[src/rtl/fft_seq_pkg.sv]
package fft_seq_pkg;
  typedef enum logic {
    SEQ_IDLE = 1'b0,
    SEQ_RUN  = 1'b1
  } seq_state_e;
endpackage

[src/rtl/fft_stage_ctrl.sv]
module fft_stage_ctrl #(
  parameter int LOG2_N = 10,
  localparam int AW = LOG2_N,
  localparam int SW = $clog2(LOG2_N)
) (
  input  logic          clk_i,
  input  logic          rst_ni,
  input  logic          init_i,
  input  logic          step_i,
  output logic [SW-1:0] stage_o,
  output logic [AW-1:0] n1_o,
  output logic [AW:0]   n2_o,
  output logic          last_o
);
  logic [SW-1:0] stage_q;

  assign last_o  = (stage_q == SW'(LOG2_N - 1));
  assign n1_o    = AW'(1) << stage_q;
  assign n2_o    = {n1_o, 1'b0};
  assign stage_o = stage_q;

  always_ff @(posedge clk_i or negedge rst_ni) begin
    if (!rst_ni)      stage_q <= '0;
    else if (init_i)  stage_q <= '0;
    else if (step_i)  stage_q <= last_o ? '0 : stage_q + SW'(1);
  end
endmodule

[src/rtl/fft_flight_ctrl.sv]
module fft_flight_ctrl #(
  parameter int LOG2_N = 10,
  localparam int AW = LOG2_N
) (
  input  logic          clk_i,
  input  logic          rst_ni,
  input  logic          init_i,
  input  logic          step_i,
  input  logic [AW-1:0] n1_i,
  output logic [AW-1:0] j_o,
  output logic [AW-1:0] j_next_o,
  output logic          last_o
);
  logic [AW-1:0] j_q;

  assign last_o   = (j_q == n1_i - AW'(1));
  assign j_next_o = last_o ? '0 : j_q + AW'(1);
  assign j_o      = j_q;

  always_ff @(posedge clk_i or negedge rst_ni) begin
    if (!rst_ni)      j_q <= '0;
    else if (init_i)  j_q <= '0;
    else if (step_i)  j_q <= j_next_o;
  end
endmodule

[src/rtl/fft_bfly_ctrl.sv]
module fft_bfly_ctrl #(
  parameter int LOG2_N = 10,
  localparam int AW = LOG2_N
) (
  input  logic          clk_i,
  input  logic          rst_ni,
  input  logic          init_i,
  input  logic          step_i,
  input  logic [AW:0]   n2_i,
  input  logic [AW-1:0] reload_i,
  output logic [AW-1:0] k_o,
  output logic          last_o
);
  logic [AW-1:0] k_q;
  logic [AW:0]   k_sum;

  // carry out of k+n2 marks the last butterfly of a flight
  assign k_sum  = {1'b0, k_q} + n2_i;
  assign last_o = k_sum[AW];
  assign k_o    = k_q;

  always_ff @(posedge clk_i or negedge rst_ni) begin
    if (!rst_ni)      k_q <= '0;
    else if (init_i)  k_q <= '0;
    else if (step_i)  k_q <= last_o ? reload_i : k_sum[AW-1:0];
  end
endmodule

[src/rtl/fft_seq_flow.sv]
module fft_seq_flow
  import fft_seq_pkg::*;
(
  input  logic clk_i,
  input  logic rst_ni,
  input  logic start_i,
  input  logic stage_wrap_i,
  input  logic final_i,
  output logic run_o,
  output logic init_o,
  output logic stage_end_o,
  output logic done_o
);
  seq_state_e state_q, state_d;
  logic       stage_end_q, done_q;

  assign init_o = (state_q == SEQ_IDLE) && start_i;
  assign run_o  = (state_q == SEQ_RUN);

  always_comb begin
    state_d = state_q;
    unique case (state_q)
      SEQ_IDLE: if (start_i) state_d = SEQ_RUN;
      SEQ_RUN:  if (final_i) state_d = SEQ_IDLE;
      default:  state_d = SEQ_IDLE;
    endcase
  end

  always_ff @(posedge clk_i or negedge rst_ni) begin
    if (!rst_ni) begin
      state_q     <= SEQ_IDLE;
      stage_end_q <= 1'b0;
      done_q      <= 1'b0;
    end else begin
      state_q     <= state_d;
      stage_end_q <= stage_wrap_i;
      done_q      <= final_i;
    end
  end

  assign stage_end_o = stage_end_q;
  assign done_o      = done_q;
endmodule

[src/rtl/fft_addr_seq.sv]
module fft_addr_seq #(
  parameter int LOG2_N = 10,
  localparam int AW = LOG2_N,
  localparam int TW = LOG2_N - 1,
  localparam int SW = $clog2(LOG2_N)
) (
  input  logic          clk_i,
  input  logic          rst_ni,
  input  logic          start_i,
  output logic          bfly_valid_o,
  input  logic          bfly_ready_i,
  output logic [AW-1:0] top_addr_o,
  output logic [AW-1:0] bot_addr_o,
  output logic [TW-1:0] twid_exp_o,
  output logic [SW-1:0] stage_o,
  output logic          stage_start_o,
  output logic          stage_end_o,
  output logic          done_o,
  output logic          busy_o
);
  logic          run, init, adv;
  logic          last_k, last_j, last_s;
  logic          flight_step, stage_step, final_bfly;
  logic [AW-1:0] n1, j, j_next, k;
  logic [AW:0]   n2;
  logic [SW-1:0] shamt;

  assign adv         = run && bfly_ready_i;
  assign flight_step = adv && last_k;
  assign stage_step  = flight_step && last_j;
  assign final_bfly  = stage_step && last_s;

  fft_seq_flow u_flow (
    .clk_i        (clk_i),
    .rst_ni       (rst_ni),
    .start_i      (start_i),
    .stage_wrap_i (stage_step),
    .final_i      (final_bfly),
    .run_o        (run),
    .init_o       (init),
    .stage_end_o  (stage_end_o),
    .done_o       (done_o)
  );

  fft_stage_ctrl #(.LOG2_N(LOG2_N)) u_stage (
    .clk_i   (clk_i),
    .rst_ni  (rst_ni),
    .init_i  (init),
    .step_i  (stage_step),
    .stage_o (stage_o),
    .n1_o    (n1),
    .n2_o    (n2),
    .last_o  (last_s)
  );

  fft_flight_ctrl #(.LOG2_N(LOG2_N)) u_flight (
    .clk_i    (clk_i),
    .rst_ni   (rst_ni),
    .init_i   (init),
    .step_i   (flight_step),
    .n1_i     (n1),
    .j_o      (j),
    .j_next_o (j_next),
    .last_o   (last_j)
  );

  fft_bfly_ctrl #(.LOG2_N(LOG2_N)) u_bfly (
    .clk_i    (clk_i),
    .rst_ni   (rst_ni),
    .init_i   (init),
    .step_i   (adv),
    .n2_i     (n2),
    .reload_i (j_next),
    .k_o      (k),
    .last_o   (last_k)
  );

  // j < 2^s, so j << (LOG2_N-1-s) stays below N/2
  assign shamt         = SW'(LOG2_N - 1) - stage_o;
  assign twid_exp_o    = j[TW-1:0] << shamt;
  assign top_addr_o    = k;
  assign bot_addr_o    = k + n1;
  assign bfly_valid_o  = run;
  assign busy_o        = run;
  assign stage_start_o = run && (j == '0) && (k == '0);
endmodule

[config.mk]
export PLATFORM = sky130hd
export DESIGN_NAME = fft_addr_seq
export DESIGN_NICKNAME = d
export VERILOG_FILES = /design/src/rtl/fft_seq_pkg.sv /design/src/rtl/fft_stage_ctrl.sv /design/src/rtl/fft_flight_ctrl.sv /design/src/rtl/fft_bfly_ctrl.sv /design/src/rtl/fft_seq_flow.sv /design/src/rtl/fft_addr_seq.sv
export SDC_FILE = /design/constraint.sdc
export NUM_CORES = 1
export LEC_CHECK = 0
export ABC_CLOCK_PERIOD_IN_PS = 4600
export BUFFER_PORTS_ARGS = -buffer_cell sky130_fd_sc_hd__buf_2
export CAP_MARGIN = 20
export CORE_MARGIN = 5
export CORE_UTILIZATION = 50
export DETAILED_ROUTE_END_ITERATION = 8
export PLACE_DENSITY = 0.78
export SYNTH_ARGS = -nofsm -noshare
export SYNTH_HDL_FRONTEND = slang
export SYNTH_HIERARCHICAL = 1
export SYNTH_SLANG_ARGS = --single-unit
[constraint.sdc]
create_clock -name clk_i -period 4.6 [get_ports clk_i]
set_input_delay 1.15 -clock clk_i [delete_from_list [all_inputs] [get_ports clk_i]]
set_output_delay 1.15 -clock clk_i [all_outputs]
set_load 0.01 [all_outputs]
Word level (Yosys, flattened, before mapping)
Index checks and enable logic that the tools add are counted.
{"block": "totals", "register_bits": 27, "latch_bits": 0, "mem_bits_rw": 0, "rom_bits": 0, "output_inout_bits": 38, "word_cells": 41, "n_memories": 0}
{"block": "classes", "addsub": 6, "multipliers": 0, "div_mod_pow": 0, "n_lt_le_gt_ge": 0, "eq_ne": 2, "shifts": 2, "mux": 12, "bitwise_logic": 1, "n_reduce_logical": 12}
{"cell": "$mux W10", "count": 6}
{"cell": "$logic_not A10 Y1", "count": 2}
{"cell": "$mux W4", "count": 3}
{"cell": "$add A10 B11 Y11", "count": 1}
{"cell": "$add A10 B1 Y10 const B", "count": 1}
{"cell": "$add A10 B10 Y10", "count": 1}
{"cell": "$eq A10 B10 Y1", "count": 1}
{"cell": "$shl A1 B4 Y10 const A", "count": 1}
{"cell": "$sub A10 B1 Y10 const B", "count": 1}
{"cell": "$shl A9 B4 Y9", "count": 1}
{"cell": "$logic_and A1 B1 Y1", "count": 7}
{"cell": "$reduce_bool A2 Y1", "count": 3}
{"cell": "$add A4 B1 Y4 const B", "count": 1}
{"cell": "$eq A4 B4 Y1 const B", "count": 1}
{"cell": "$sub A4 B4 Y4 const A", "count": 1}
{"cell": "$mux W1", "count": 2}
{"cell": "$pmux W1 S2", "count": 1}
{"cell": "$not A1 Y1", "count": 1}

Logic depth before layout (Yosys ltp)
{"block": "depth", "depth_word": 7, "depth_mapped": 19}

By module
Netlist, hierarchy kept.
{"module": "fft_flight_ctrl", "n_inst": 1, "cells_each": 154, "area_each_um2": 1271.2, "seq_area_each_um2": 250.2}
{"module": "fft_bfly_ctrl", "n_inst": 1, "cells_each": 118, "area_each_um2": 1039.7, "seq_area_each_um2": 250.2}
{"module": "fft_addr_seq", "n_inst": 1, "cells_each": 107, "area_each_um2": 785.8, "seq_area_each_um2": 0.0}
{"module": "fft_stage_ctrl", "n_inst": 1, "cells_each": 51, "area_each_um2": 422.9, "seq_area_each_um2": 100.1}
{"module": "fft_seq_flow", "n_inst": 1, "cells_each": 6, "area_each_um2": 90.1, "seq_area_each_um2": 75.1}

Worst setup path before layout
Ideal clock, no wire load.
{"block": "synth_timing", "path_kind": "reg-to-reg", "startpoint": "reg u_stage.stage_q[1], in the netlist u_stage/stage_o[1]", "endpoint": "reg u_flight.j_q[8], in the netlist u_flight/j_o[8]", "setup_time_ps": 80, "arrival_time_ps": 3985, "required_time_ps": 4520, "path_slack_ps": 534, "path_stages_with_launch": 20, "n_path_buf": 5, "period_less_slack_ps": 4066, "path_cell_list": "dfrtp_1 > clkbuf_1 > and2_1 > ha_1 > nor2b_1 > buf_4 > ha_1 > a21oi_2 > nand2_1 > o31a_1 > and3_1 > buf_2 > nor2_2 > and3_1 > clkbuf_1 > clkbuf_1 > nor2_1 > nor2_1 > o211ai_1 > a31oi_4"}
{"block": "synth_via", "elab_cells_between_ends": 9}
{"item": "start, declared", "line_no": "fft_stage_ctrl.sv:15", "source": "logic [SW-1:0] stage_q;"}
{"item": "start signal, assigned", "line_no": "fft_stage_ctrl.sv:25", "source": "else if (step_i) stage_q <= last_o ? '0 : stage_q + SW'(1);"}
{"item": "$shl A1 B4 Y10", "line_no": "fft_stage_ctrl.sv:18", "source": "assign n1_o = AW'(1) << stage_q;"}
{"item": "net n1[7]", "line_no": "fft_addr_seq.sv:24", "source": "logic [AW-1:0] n1, j, j_next, k;"}
{"item": "$add A10 B11 Y11", "line_no": "fft_bfly_ctrl.sv:18", "source": "assign k_sum = {1'b0, k_q} + n2_i;"}
{"item": "net last_k", "line_no": "fft_addr_seq.sv:22", "source": "logic last_k, last_j, last_s;"}
{"item": "$logic_and A1 B1 Y1", "line_no": "fft_addr_seq.sv:29", "source": "assign flight_step = adv && last_k;"}
{"item": "net flight_step", "line_no": "fft_addr_seq.sv:23", "source": "logic flight_step, stage_step, final_bfly;"}
{"item": "$reduce_bool A2 Y1 (no source line)"}
{"item": "end signal, assigned", "line_no": "fft_flight_ctrl.sv:23", "source": "else if (step_i) j_q <= j_next_o;"}
{"item": "end, declared", "line_no": "fft_flight_ctrl.sv:14", "source": "logic [AW-1:0] j_q;"}
The timed path passes the listed nets, and every way through them passes these cells. The select of a mux whose other input is x is not followed.
A chain may end at the register's enable or synchronous reset.

Final worst setup path
{"block": "layout_timing", "startpoint": "reg u_stage.stage_q[3], in the netlist u_stage/stage_o[3]", "endpoint": "out bot_addr_o[8]"}
{"block": "layout_via", "elab_chain_cells": 2}
{"item": "$shl A1 B4 Y10", "line_no": "fft_stage_ctrl.sv:18"}
{"item": "net n1[5]", "line_no": "fft_addr_seq.sv:24"}
{"item": "$add A10 B10 Y10", "line_no": "fft_addr_seq.sv:82", "source": "assign bot_addr_o = k + n1;"}
{"item": "end, declared", "line_no": "fft_addr_seq.sv:13", "source": "output logic [AW-1:0] bot_addr_o,"}
The timed path passes the listed nets, and every way through them passes these cells.

==> flow_summary.toml <==
[clock_tree]
clockRootBuffer = "clkbuf_8"
cts_made_buffers = 3
clk_pin_slew_ps = 100
clock_path_buffers = 2
h-tree-depth = 1
clkSinkCount = 27
worstSkewPairLatency_ps = 280
holdBufCountCts = 0
post_cts_resized = 0
cts_tree = "done"
cts_setup_buffers = 0

[floorplanning]
rows = 31
die_width_um = 94.97
die_h_um = 94.97
io_pins = 42
coreArea_sq_um = 7137
start_util_pct = 50.58
die_area_sq_um = 9018

[synth]
synth-compound-area-share_pct = 20.07
synth_xor_area_share_pct = 9.220
syn_nets = 466
ys.flop_type = "dfrtp_1"
ys_seq_area_share_pct = 18.72
synth_mux_area_share_pct = 5.442
ys_ff_latch = 27
synth_fa_ha_area_share_pct = 9.428
yosysTopAreaCellShare_pct = 18.72
synthTopCellsByArea = "dfrtp_1 (19%), ha_1 (8.3%), xnor2_1 (5.6%)"
syn_area_sq_um = 3610
synth_edf_count = 0
synth-simple-area-share_pct = 28.08
synth_top_family_by_area = "simple AND/OR/NAND/NOR gates"
async_reset_ff_share_pct = 100.0
avgSynthCellArea_sq_um = 8.279
synth.distinct_cells = 72
synth_warnings = 6
synthCells = 436
synth_area_leader_cell = "dfrtp_1"

[critical_path]
end_kind = "output pin"
arrival_ps = 2970
critPathMaxFanout = 13
worstSetupStartpointType = "flop"
crit_type = "reg2out"
crit_required_ps = 3450

[timing]
min_period_ps = 4123
fin_tns_setup_ps = 0
max_freq_mhz = 242.5
setup_viol_count_final = 0
tightest_slew_ps = 730.5
rsz0062_at_grt = "false"
hold_viol = 0
relSlewSlack_pct = 51.08
final.period_utilization_pct = 89.64
skew_ps = 8.417
slew_viol_final = 0

[routing]
dr_total_vias = 3350
drt_wl_total_um = 9036
drt_iter0_drc = 276
wl_per_cell_um = 16.40
drc = 0
vias_per_cell = 6.080
drtPass1Iterations = 5
final_antenna_net_count = 0

[placed_design]
place_inst = 547
gp_congestion = 0.9028
io_buffers = 41
hpwl_um = 6836

[layout]
syn2layout_area_growth_pct = 5.442
drive_gt1_share_pct = 21.02
final_cell_mix = "nor2_1 (44), buf_2 (41), nand3_1 (27), dfrtp_1 (27), ha_1 (24)"
final_cell_count_no_fill = 551
nFillCells = 713
diodes = 0
layout_commonest_cell = "nor2_1"
fin_nets = 483

[power]
total_power_mw = 1.630
power_density_nw_per_um2 = 428.4
ir_drop_mv = 0.3086
p_leak_nw = 1.626

[run_status]
status = "finished, final reports clean"

[grt]
grt_usage_pct = 20.96
grt_pass1_wl_um = 15230
antenna_found_initial = 0
grt_max_degree = 32
grt_pass1_vias = 3086
overflow = 0

[job]
timing.max_cap.violations = 0

[worst_hold_path]
hp-class = "reg2reg"
==> power by group <==
group	total, mW	switching (mW)	internal [mW]
clock network	0.136	0.0743	0.0621
registers	0.393	0.105	0.288
logic	1.10	0.629	0.472
total	1.63	0.809	0.822
==> final cells by class <==
cell class	instances	area (sq um)	area share, %
tap	99	123.9	3.254
clock buffer	4	45.04	1.183
multi-input combinational	352	2614	68.67
inverter	18	67.56	1.775
timing repair buffer	51	280.3	7.364
sequential	27	675.6	17.75
==> critical path, stage by stage, from the launching register on <==
cell,delay [ps]
dfrtp_1,530
or2b_1,310
nor2_1,440
ha_1,400
a21o_1,220
a21o_1,200
a221oi_2,300
xnor2_1,150
buf_2,150
==> cell usage after synthesis (all sizes together), types with 9 or more instances <==
| cell type | number |
|---|---|
| a311oi | 9 |
| ha | 24 |
| and2 | 9 |
| clkbuf | 13 |
| nand3 | 28 |
| mux2i | 14 |
| a31oi | 13 |
| xnor2 | 23 |
| o21ai | 17 |
| dfrtp | 27 |
| buf | 26 |
| inv | 18 |
| a21oi | 23 |
| nor2 | 46 |
| nor3 | 10 |
| nor2b | 9 |
| nand2 | 19 |
| xor2 | 15 |
==> flip-flops by register name, summed over array words and instances (netlist names) <==
register / flops
u_flow/run_o: 1
u_bfly/k_o: 10
u_stage/stage_o: 4
u_flight/j_o: 10
u_flow/stage_end_o: 1
u_flow/done_o: 1
==> stage by stage <==
| stage | utilization [%] | hold WS (ps) | area [sq um] | worst slack, ps |
|---|---|---|---|---|
| after floorplan | - | 572.9 | 3610 | 534.4 |
| after global routing | 53.33 | 670.0 | 3806 | 290.3 |
| after CTS | 53.33 | 642.3 | 3806 | 515.7 |
| after global placement | 52.70 | 593.6 | 3761 | 831.3 |
| after detailed placement | 52.70 | 621.3 | 3761 | 807.0 |
| final | 53.33 | 654.2 | 3806 | 476.6 |
==> cell families (layout without fill, tap and decap cells) <==
group | Yosys count | in the layout
adder cells (fa/ha/maj) | 26 | 26
buffers and inverters | 57 | 73
other | 1 | 1
XOR/XNOR | 38 | 38
AND/OR/NAND/NOR | 177 | 177
flip-flops | 27 | 27
multiplexers | 17 | 17
AO/OA/AOI/OAI | 93 | 93
==> routing by layer <==
layer  global-route usage, %  share of wire, %
met2                   35.82                49
met3                   1.912               5.2
met4                   6.490               2.2
met5                       0                 0
met1                   27.88                44
==> worst paths after layout <==
path,cells past startpoint,slack [ps],start,endpoint
worst max-delay path,8,480,u_stage/stage_o[3]$_DFFE_PN0P_,bot_addr_o[8]
worst min-delay path,2,650,u_bfly/k_o[0]$_DFFE_PN0P_,u_bfly/k_o[0]$_DFFE_PN0P_
worst max register to register,15,740,u_stage/stage_o[2]$_DFFE_PN0P_,u_stage/stage_o[3]$_DFFE_PN0P_
worst min register to register,2,650,u_bfly/k_o[0]$_DFFE_PN0P_,u_bfly/k_o[0]$_DFFE_PN0P_
max in group asynchronous,1,3300,rst_ni,u_flight/j_o[8]$_DFFE_PN0P_
min in group asynchronous,1,890,rst_ni,u_bfly/k_o[8]$_DFFE_PN0P_
(Power assumes the default switching activity.)
